$ cat config.mk
export PLATFORM = sky130hd
export DESIGN_NAME = tmr_clksel_prescale
export DESIGN_NICKNAME = d
export VERILOG_FILES = /design/src/rtl/tcp_pkg.sv /design/src/rtl/tcp_ext_sync.sv /design/src/rtl/tcp_src_mux.sv /design/src/rtl/tcp_prescaler.sv /design/src/rtl/tmr_clksel_prescale.sv
export SDC_FILE = /design/constraint.sdc
export NUM_CORES = 1
export LEC_CHECK = 0
export BUFFER_PORTS_ARGS = -buffer_cell sky130_fd_sc_hd__buf_2
export CAP_MARGIN = 20
export CORE_MARGIN = 8
export CORE_UTILIZATION = 40
export CTS_CLUSTER_DIAMETER = 30
export DETAILED_ROUTE_END_ITERATION = 10
export PLACE_DENSITY = 0.68
export SYNTH_ARGS = -nofsm -noshare
export SYNTH_HDL_FRONTEND = slang
export SYNTH_SLANG_ARGS = --single-unit
$ cat constraint.sdc
create_clock -name clk -period 2.4 [get_ports clk]
set_input_delay 0.36 -clock clk [delete_from_list [all_inputs] [get_ports clk]]
set_output_delay 0.36 -clock clk [all_outputs]
set_load 0.01 [all_outputs]
$ cat src/rtl/tcp_pkg.sv
package tcp_pkg;

   localparam int CTRL_W   = 8;
   localparam int SEL_W    = 3;
   localparam int NUM_SRC  = 5;
   localparam int MAX_SHIFT = 12;

   typedef enum logic [SEL_W-1:0] {
      SRC_OFF  = 3'd0,
      SRC_T0   = 3'd1,
      SRC_IO   = 3'd2,
      SRC_AUX  = 3'd3,
      SRC_EXTA = 3'd4,
      SRC_EXTB = 3'd5,
      SRC_RSV6 = 3'd6,
      SRC_RSV7 = 3'd7
   } src_sel_e;

   typedef struct packed {
      logic             irq_en;
      logic             spare;
      logic [SEL_W-1:0] src;
      logic [SEL_W-1:0] tap;
   } ctrl_t;

   // log2 of the divide ratio for each tap code
   function automatic int unsigned tap_shift(input logic [SEL_W-1:0] code);
      case (code)
         3'd0:    return 1;
         3'd1:    return 2;
         3'd2:    return 3;
         3'd3:    return 4;
         3'd4:    return 5;
         3'd5:    return 8;
         3'd6:    return 10;
         default: return 12;
      endcase
   endfunction

endpackage

$ cat src/rtl/tcp_ext_sync.sv
module tcp_ext_sync #(
   parameter int STAGES = 2
) (
   input  logic clk,
   input  logic rst_n,
   input  logic pin_in,
   output logic rise_pulse
);
   if (STAGES < 2) begin : g_bad_stages
      $error("tcp_ext_sync: STAGES must be at least 2");
   end

   logic [STAGES-1:0] chain_q;
   logic              last_q;

   for (genvar i = 0; i < STAGES; i++) begin : g_stage
      if (i == 0) begin : g_first
         always_ff @(posedge clk or negedge rst_n) begin
            if (!rst_n) chain_q[i] <= 1'b0;
            else        chain_q[i] <= pin_in;
         end
      end else begin : g_next
         always_ff @(posedge clk or negedge rst_n) begin
            if (!rst_n) chain_q[i] <= 1'b0;
            else        chain_q[i] <= chain_q[i-1];
         end
      end
   end

   always_ff @(posedge clk or negedge rst_n) begin
      if (!rst_n) last_q <= 1'b0;
      else        last_q <= chain_q[STAGES-1];
   end

   assign rise_pulse = chain_q[STAGES-1] & ~last_q;


   one_pulse_per_edge_chk: assert property (@(posedge clk) disable iff (!rst_n)
      rise_pulse |=> !rise_pulse);

endmodule

$ cat src/rtl/tcp_src_mux.sv
module tcp_src_mux
   import tcp_pkg::*;
#(
   parameter int SRCS = NUM_SRC
) (
   input  logic [SEL_W-1:0] sel,
   input  logic [SRCS-1:0]  src_vec,
   output logic             src_en
);
   if (SRCS >= (1 << SEL_W)) begin : g_bad_srcs
      $error("tcp_src_mux: code 0 must stay free for the off state");
   end

   logic [SRCS-1:0] hit;

   for (genvar i = 0; i < SRCS; i++) begin : g_dec
      assign hit[i] = (sel == SEL_W'(i + 1)) & src_vec[i];
   end

   always_comb src_en = |hit;


   always_comb begin
      off_codes_quiet_chk: assert (!((sel == 3'd0 || int'(sel) > SRCS) && src_en));
   end

endmodule

$ cat src/rtl/tcp_prescaler.sv
module tcp_prescaler
   import tcp_pkg::*;
#(
   parameter int CNT_W      = 12,
   parameter bit REG_OUTPUT = 1'b1
) (
   input  logic             clk,
   input  logic             rst_n,
   input  logic             clr,
   input  logic             step,
   input  logic [SEL_W-1:0] tap,
   output logic             tick
);
   if (CNT_W < MAX_SHIFT) begin : g_bad_width
      $error("tcp_prescaler: CNT_W too small for the largest tap");
   end

   localparam logic [CNT_W-1:0] ONE = CNT_W'(1);

   logic [CNT_W-1:0] cnt_q;
   logic [CNT_W-1:0] mask;
   logic             wrap;

   always_comb begin
      mask = (ONE << tap_shift(tap)) - ONE;
      wrap = step & ((cnt_q & mask) == mask);
   end

   always_ff @(posedge clk or negedge rst_n) begin
      if (!rst_n)    cnt_q <= '0;
      else if (clr)  cnt_q <= '0;
      else if (step) cnt_q <= cnt_q + ONE;
   end

   if (REG_OUTPUT) begin : g_reg_tick
      logic tick_q;
      always_ff @(posedge clk or negedge rst_n) begin
         if (!rst_n)   tick_q <= 1'b0;
         else if (clr) tick_q <= 1'b0;
         else          tick_q <= wrap;
      end
      assign tick = tick_q;


      tick_after_pulse_chk: assert property (@(posedge clk) disable iff (!rst_n)
         tick |-> $past(step));
   end else begin : g_comb_tick
      assign tick = wrap & ~clr;
   end


   clear_zeroes_count_chk: assert property (@(posedge clk) disable iff (!rst_n)
      clr |=> (cnt_q == '0));


   hold_without_step_chk: assert property (@(posedge clk) disable iff (!rst_n)
      (!step && !clr) |=> $stable(cnt_q));

endmodule

$ cat src/rtl/tmr_clksel_prescale.sv
module tmr_clksel_prescale
   import tcp_pkg::*;
#(
   parameter int CNT_W       = 12,
   parameter int SYNC_STAGES = 2
) (
   input  logic       clk,
   input  logic       rst_n,
   input  logic       wr_en,
   input  logic [7:0] wr_data,
   output logic [7:0] rd_data,
   input  logic       src_t0_en,
   input  logic       src_io_en,
   input  logic       src_aux_en,
   input  logic       ext_a_in,
   input  logic       ext_b_in,
   input  logic       glb_irq_en,
   input  logic       tmr_flag,
   output logic       tick_en,
   output logic       irq_req
);
   ctrl_t           ctrl_q;
   logic [1:0]      ext_pin;
   logic [1:0]      ext_rise;
   logic [NUM_SRC-1:0] src_vec;
   logic            src_en;

   always_ff @(posedge clk or negedge rst_n) begin
      if (!rst_n) begin
         ctrl_q <= '0;
      end else if (wr_en) begin
         ctrl_q.irq_en <= wr_data[7];
         ctrl_q.spare  <= 1'b0;
         ctrl_q.src    <= wr_data[5:3];
         ctrl_q.tap    <= wr_data[2:0];
      end
   end

   assign rd_data = {ctrl_q.irq_en, 1'b0, ctrl_q.src, ctrl_q.tap};

   assign ext_pin = {ext_b_in, ext_a_in};

   for (genvar e = 0; e < 2; e++) begin : g_ext
      tcp_ext_sync #(.STAGES(SYNC_STAGES)) u_sync (
         .clk        (clk),
         .rst_n      (rst_n),
         .pin_in     (ext_pin[e]),
         .rise_pulse (ext_rise[e])
      );
   end

   assign src_vec = {ext_rise[1], ext_rise[0], src_aux_en, src_io_en, src_t0_en};

   tcp_src_mux #(.SRCS(NUM_SRC)) u_mux (
      .sel     (ctrl_q.src),
      .src_vec (src_vec),
      .src_en  (src_en)
   );

   tcp_prescaler #(.CNT_W(CNT_W), .REG_OUTPUT(1'b1)) u_pre (
      .clk   (clk),
      .rst_n (rst_n),
      .clr   (wr_en),
      .step  (src_en),
      .tap   (ctrl_q.tap),
      .tick  (tick_en)
   );

   assign irq_req = ctrl_q.irq_en & glb_irq_en & tmr_flag;


   write_readback_chk: assert property (@(posedge clk) disable iff (!rst_n)
      wr_en |=> (rd_data == ($past(wr_data) & 8'hBF)));


   write_kills_tick_chk: assert property (@(posedge clk) disable iff (!rst_n)
      wr_en |=> !tick_en);


   reserved_no_tick_chk: assert property (@(posedge clk) disable iff (!rst_n)
      (!wr_en && ctrl_q.src >= 3'd6) |=> !tick_en);

endmodule

== Word-level counts from Yosys, hierarchy flattened ==
Index checks and enable logic that the tools add are counted.
W data, S select, Z words.

* Flip-flop bits (word level): 26
* Input bits: 18
* Output and inout bits: 10

* Add/sub/neg operators: 2
* Eq/ne operators: 12
* Shifts and indexed selects: 1
* Multiplexer cells: 4
* Bitwise gates (word level): 13
* Reductions and logical operators: 3

{| class="wikitable"
|+ Operator list
! cell !! count
|-
| $pmux W4 S7 || 1
|-
| $mux W12 || 2
|-
| $eq A3 B3 Y1 const B || 5
|-
| $add A12 B1 Y12 const B || 1
|-
| $and A12 B12 Y12 || 1
|-
| $eq A12 B12 Y1 || 1
|-
| $eq A3 B2 Y1 const B || 4
|-
| $shl A1 B4 Y12 const A || 1
|-
| $sub A12 B1 Y12 const B || 1
|-
| $and A1 B1 Y1 || 10
|-
| $eq A3 B1 Y1 const B || 2
|-
| $reduce_or A5 Y1 || 1
|-
| $logic_not A3 Y1 || 1
|-
| $not A1 Y1 || 2
|-
| $reduce_bool A2 Y1 || 1
|-
| $mux W1 || 1
|}

== Logic depth before layout (Yosys ltp) ==
* Word-level depth: 8
* Gate-level depth with buffers: 9
* Gate-level depth less buffers: 8

== Hierarchy ==
A second synthesis with hierarchy kept.

* Cells, all modules: 117
* Area, all modules: 1332.5 um^2

{| class="wikitable"
|+ Modules (own cells, without submodules)
! module !! times used !! cells an instance !! area each (um^2)
|-
| tcp_prescaler || 1 || 83 || 798.3
|-
| tmr_clksel_prescale || 1 || 18 || 309.0
|-
| tcp_ext_sync || 2 || 4 || 88.8
|-
| tcp_src_mux || 1 || 8 || 47.5
|}

== Worst setup path before layout ==
No wires, ideal clock.

* Kind: flip-flop to flip-flop
* From: register, netlist name rd_data[1]
* To: register u_pre.g_reg_tick.tick_q (netlist: u_pre.tick)
* Setup time: 0.086 ns
* Arrival time: 1.767 ns
* Path slack: 0.547 ns
* Stages on the path, launching flop included: 9
* Buffers on the path: 1
* Period minus slack after synthesis: 1.853 ns
* Cells stage by stage: dfrtp_1 -> clkbuf_1 -> nor3_1 -> inv_1 -> ha_1 -> xnor2_1 -> a32oi_1 -> o221ai_1 -> nor3_1

* Longest elaborated chain between the ends: 8
* Elaborated cells on any way between the ends: 14
* Those cells by class: add/sub: 1; eq/ne: 7; shift: 1; mux: 2; bitwise: 2; reduce/logical: 1

{| class="wikitable"
|+ RTL lines
! what !! RTL line !! RTL
|-
| $eq A3 B3 Y1 (tied with other cells) || tcp_pkg.sv:28 || <nowiki>case (code)</nowiki>
|-
| $pmux W4 S7 (*) || tcp_pkg.sv:28 ||
|-
| $shl A1 B4 Y12 (*) || tcp_prescaler.sv:25 || <nowiki>mask = (ONE << tap_shift(tap)) - ONE;</nowiki>
|-
| $sub A12 B1 Y12 (*) || tcp_prescaler.sv:25 ||
|-
| $and A12 B12 Y12 || tcp_prescaler.sv:26 || <nowiki>wrap = step & ((cnt_q & mask) == mask);</nowiki>
|-
| $eq A12 B12 Y1 (*) || tcp_prescaler.sv:26 ||
|-
| $and A1 B1 Y1 (*) || tcp_prescaler.sv:26 ||
|-
| $mux W1 (*) || tcp_prescaler.sv:39 || <nowiki>else if (clr) tick_q <= 1'b0;</nowiki>
|-
| end signal: assignment || tcp_prescaler.sv:40 || <nowiki>else tick_q <= wrap;</nowiki>
|-
| end: declaration || tcp_prescaler.sv:36 || <nowiki>logic tick_q;</nowiki>
|}

Mark *: on every way between the ends. The rest lies on a longest branch, timed or not.
A chain may end at the register's enable or synchronous reset.

== Final worst setup path ==
* From: register, netlist name rd_data[1]
* To: register u_pre.g_reg_tick.tick_q (netlist: u_pre.tick)

* Longest elaborated chain between the ends: 8
* Elaborated cells on any way between the ends: 14
* Those cells by class: add/sub: 1; eq/ne: 7; shift: 1; mux: 2; bitwise: 2; reduce/logical: 1

{| class="wikitable"
|+ RTL lines
! what !! RTL line
|-
| $eq A3 B3 Y1 (tied with other cells) || tcp_pkg.sv:28
|-
| $pmux W4 S7 (*) || tcp_pkg.sv:28
|-
| $shl A1 B4 Y12 (*) || tcp_prescaler.sv:25
|-
| $sub A12 B1 Y12 (*) || tcp_prescaler.sv:25
|-
| $and A12 B12 Y12 || tcp_prescaler.sv:26
|-
| $eq A12 B12 Y1 (*) || tcp_prescaler.sv:26
|-
| $and A1 B1 Y1 (*) || tcp_prescaler.sv:26
|-
| $mux W1 (*) || tcp_prescaler.sv:39
|}

Marks and branches as above.

==> run_results.csv <==
group,metric,value,unit
synthesis,synth_area_leader_cell,"dfrtp_1",
worst_setup_path,r2r-end,"u_pre.tick$_DFF_PN0_",
clocking,clk_pin_slew,150,ps
sta,rsz0062_at_grt,"false",
place,numPortBuffers,25,
synthesis,yosysUniqueCellTypes,36,
clocking,cts_sinks,26,
clocking,cts_tree,"done",
worst_setup_path,path_max_fanout,10,
synthesis,synth_cells,124,
clocking,clk_latency,330,ps
drt,num_vias,983,
hold_path,min_path_type,"primary input to asynchronous set/reset pin",
sta,fin_skew,2.793,ps
worst_setup_path,r2r_slack,380,ps
floorplan,rows,20,
sta,fmax,494.4,MHz
sta,final-hold-violation-count,1,
synthesis,syn_area,0.001295,mm²
drt,ant_nets,0,
floorplan,coreArea,0.003078,mm²
sta,finalSetupViolCount,0,
cells_and_area,layout_commonest_cell,"dfrtp_1",
clocking,cts_buffers,3,
global_route,grt_pass1_vias,990,
power_and_ir_drop,report.power.total,924.5,µW
sta,tns,0,ps
global_route,antenna_found_initial,0,
status,outcome,"complete, but fails checks",
worst_setup_path,crit_required,2640,ps
worst_setup_path,arrival,2270,ps
synthesis,yosys.area.top_type_share,0.5024,
drt,firstDrtPassIters,4,
worst_setup_path,r2r_cells,7,
clocking,postCtsHoldBufs,0,
worst_setup_path,start_kind,"register",
worst_setup_path,critPathKind,"register to register",
sta,final.min_clock_period,2022,ps
sta,fin_hold_ws,-1.080,ps
clocking,cts_resized,0,
global_route,grt_max_degree,27,
floorplan,die_h,72.90,µm
floorplan,dieArea,0.005314,mm²
drt,drc,0,
cells_and_area,nets,169,
global_route,overflow,0,
drt,drt-total-wl,2582,µm
worst_setup_path,crit_path_end_kind,"register",
clocking,cts_root_buf,"clkbuf_4",
clocking,clk_path_buf_depth,2,
cells_and_area,layout_common_cells,"dfrtp_1 (26), buf_2 (25), nor2_1 (17)",
sta,tightestPinTransition,567.2,ps
cells_and_area,n_antenna_cell,0,
floorplan,io_pins,28,
floorplan,start_util,0.4207,
place,gp_congestion,0.8470,
global_route,grt_pass1_wl,4429,µm
clocking,cts_setup_buffers,0,
global_route,grt_usage,0.1035,
drt,wl_per_cell,13.45,µm
synthesis,yosysWarnings,0,
synthesis,synth.avg_cell_area,10.44,µm²
cells_and_area,fin_cells,192,
sta,slew_headroom,0.6219,
place,placed_cells,188,
power_and_ir_drop,leakage,0.0007003,µW
power_and_ir_drop,p_per_area,612.2,mW/mm²
synthesis,synth_nets,144,
sta,fin_crit_sh,0.8427,
sta,drv_slew,0,
place,hpwl,1911,µm
status,violations,"negative hold slack",
worst_setup_path,r2r_start,"rd_data[1]$_DFFE_PN0P_",
flow_run,drv_cap,0,
drt,drt_iter0_drc,49,
floorplan,fp.dieW,72.90,µm
clocking,htree_levels,1,
synthesis,yosysSeqAreaShare,0.5024,
synthesis,synthTopCellsByArea,"dfrtp_1 (50%), xor2_1 (6.8%), mux2_2 (6.1%)",
synthesis,synth-seq-cells,26,
cells_and_area,fin_util,0.4907,
drt,drt-vias-per-instance,5.120,
cells_and_area,drive_above_1_share,0.2703,
cells_and_area,areaGrowthSynthToFinish,16.62,%
power_and_ir_drop,peakVddDrop,0.2743,mV
[cell families after synthesis]
group / count (synthesis) / share of synthesized area
compound gates: 25 / 0.1295
fa+ha+maj: 2 / 0.01932
buf+inv: 13 / 0.04251
other cells: 2 / 0.005799
simple gates: 34 / 0.1333
mux: 11 / 0.09276
flops: 26 / 0.5024
xor+xnor: 11 / 0.07439
[synth_stat cells (all sizes together)]
| cell type | instances |
|---|---|
| nor2 | 17 |
| nand3b | 1 |
| nand4 | 2 |
| ha | 2 |
| nor3 | 2 |
| clkbuf | 4 |
| o22ai | 1 |
| a21oi | 6 |
| inv | 6 |
| or3b | 1 |
| a22oi | 1 |
| nor4 | 2 |
| a221oi | 1 |
| nand2 | 1 |
| nand2b | 2 |
| a32oi | 1 |
| o21ai | 6 |
| o221ai | 1 |
| nor2b | 1 |
| buf | 3 |
| mux2 | 8 |
| mux2i | 3 |
| and3 | 3 |
| dfrtp | 26 |
| xnor2 | 1 |
| o211ai | 4 |
| a211oi | 1 |
| o2111ai | 3 |
| conb | 2 |
| nand3 | 2 |
| xor2 | 10 |
[state kept, by name, indices dropped and copies added, names as in the netlist]
| name | count |
|---|---|
| u_pre.tick | 1 |
| rd_data | 7 |
| u_pre.cnt_q | 12 |
| g_ext.u_sync.last_q | 2 |
| g_ext.u_sync.chain_q | 4 |
[layout make-up]
cell class              count  area, µm²
inverters                   6      22.52
clock inverters             1      30.03
flip-flops and latches     26      650.6
fillers                   308       1568
repair buffers             27      140.1
clock buffers               3      22.52
well taps                  44      55.05
multi-input cells          85      589.3
[worst max path at each step]
| stage | from | endpoint | slack [ps] | cells after the start |
|---|---|---|---|---|
| 2_1_floorplan | rd_data[1]$_DFFE_PN0P_ | u_pre.tick$_DFF_PN0_ | 550 | 8 |
| 3_3_place_gp | rd_data[3]$_DFFE_PN0P_ | u_pre.cnt_q[11]$_DFFE_PN0P_ | 540 | 5 |
| 3_5_place_dp | rd_data[1]$_DFFE_PN0P_ | u_pre.tick$_DFF_PN0_ | 420 | 7 |
| 4_1_cts | rd_data[0]$_DFFE_PN0P_ | u_pre.tick$_DFF_PN0_ | 400 | 7 |
| 5_1_grt | rd_data[1]$_DFFE_PN0P_ | u_pre.tick$_DFF_PN0_ | 110 | 7 |
| 6_report | rd_data[1]$_DFFE_PN0P_ | u_pre.tick$_DFF_PN0_ | 380 | 7 |
[power breakdown]
| group | internal (µW) | switching [µW] | leakage [µW] |
|---|---|---|---|
| Clock | 169 | 136 | 0.0000279 |
| Sequential | 460 | 29.0 | 0.000333 |
| Combinational | 59.7 | 71.1 | 0.000340 |
| Total | 688 | 236 | 0.000700 |
[worst max-delay path: stages (launching register included)]
cell      delay (ps)
dfrtp_1          520
nor3_1           300
inv_1             90
ha_1             270
xnor2_1          150
a32oi_1          220
o221ai_1         150
nor3_1           240
[per-layer routing]
metal	part of all wire	track usage
met2	0.51	0.1779
met3	0.047	0.01923
met5	0	0
met1	0.43	0.1185
met4	0.011	0.05333
[metrics by stage]
| stage | hold slack (ps) | worst slack, ps | area [µm²] |
|---|---|---|---|
| after floorplan | 64.41 | 547.3 | 1295 |
| after global placement | 333.3 | 535.7 | 1458 |
| after detailed placement | 337.1 | 422.2 | 1458 |
| after CTS | 15.45 | 397.6 | 1510 |
| after global routing | 25.73 | 111.1 | 1510 |
| final | -1.080 | 377.5 | 1510 |
Note: power is estimated with default switching activity, not from simulation.
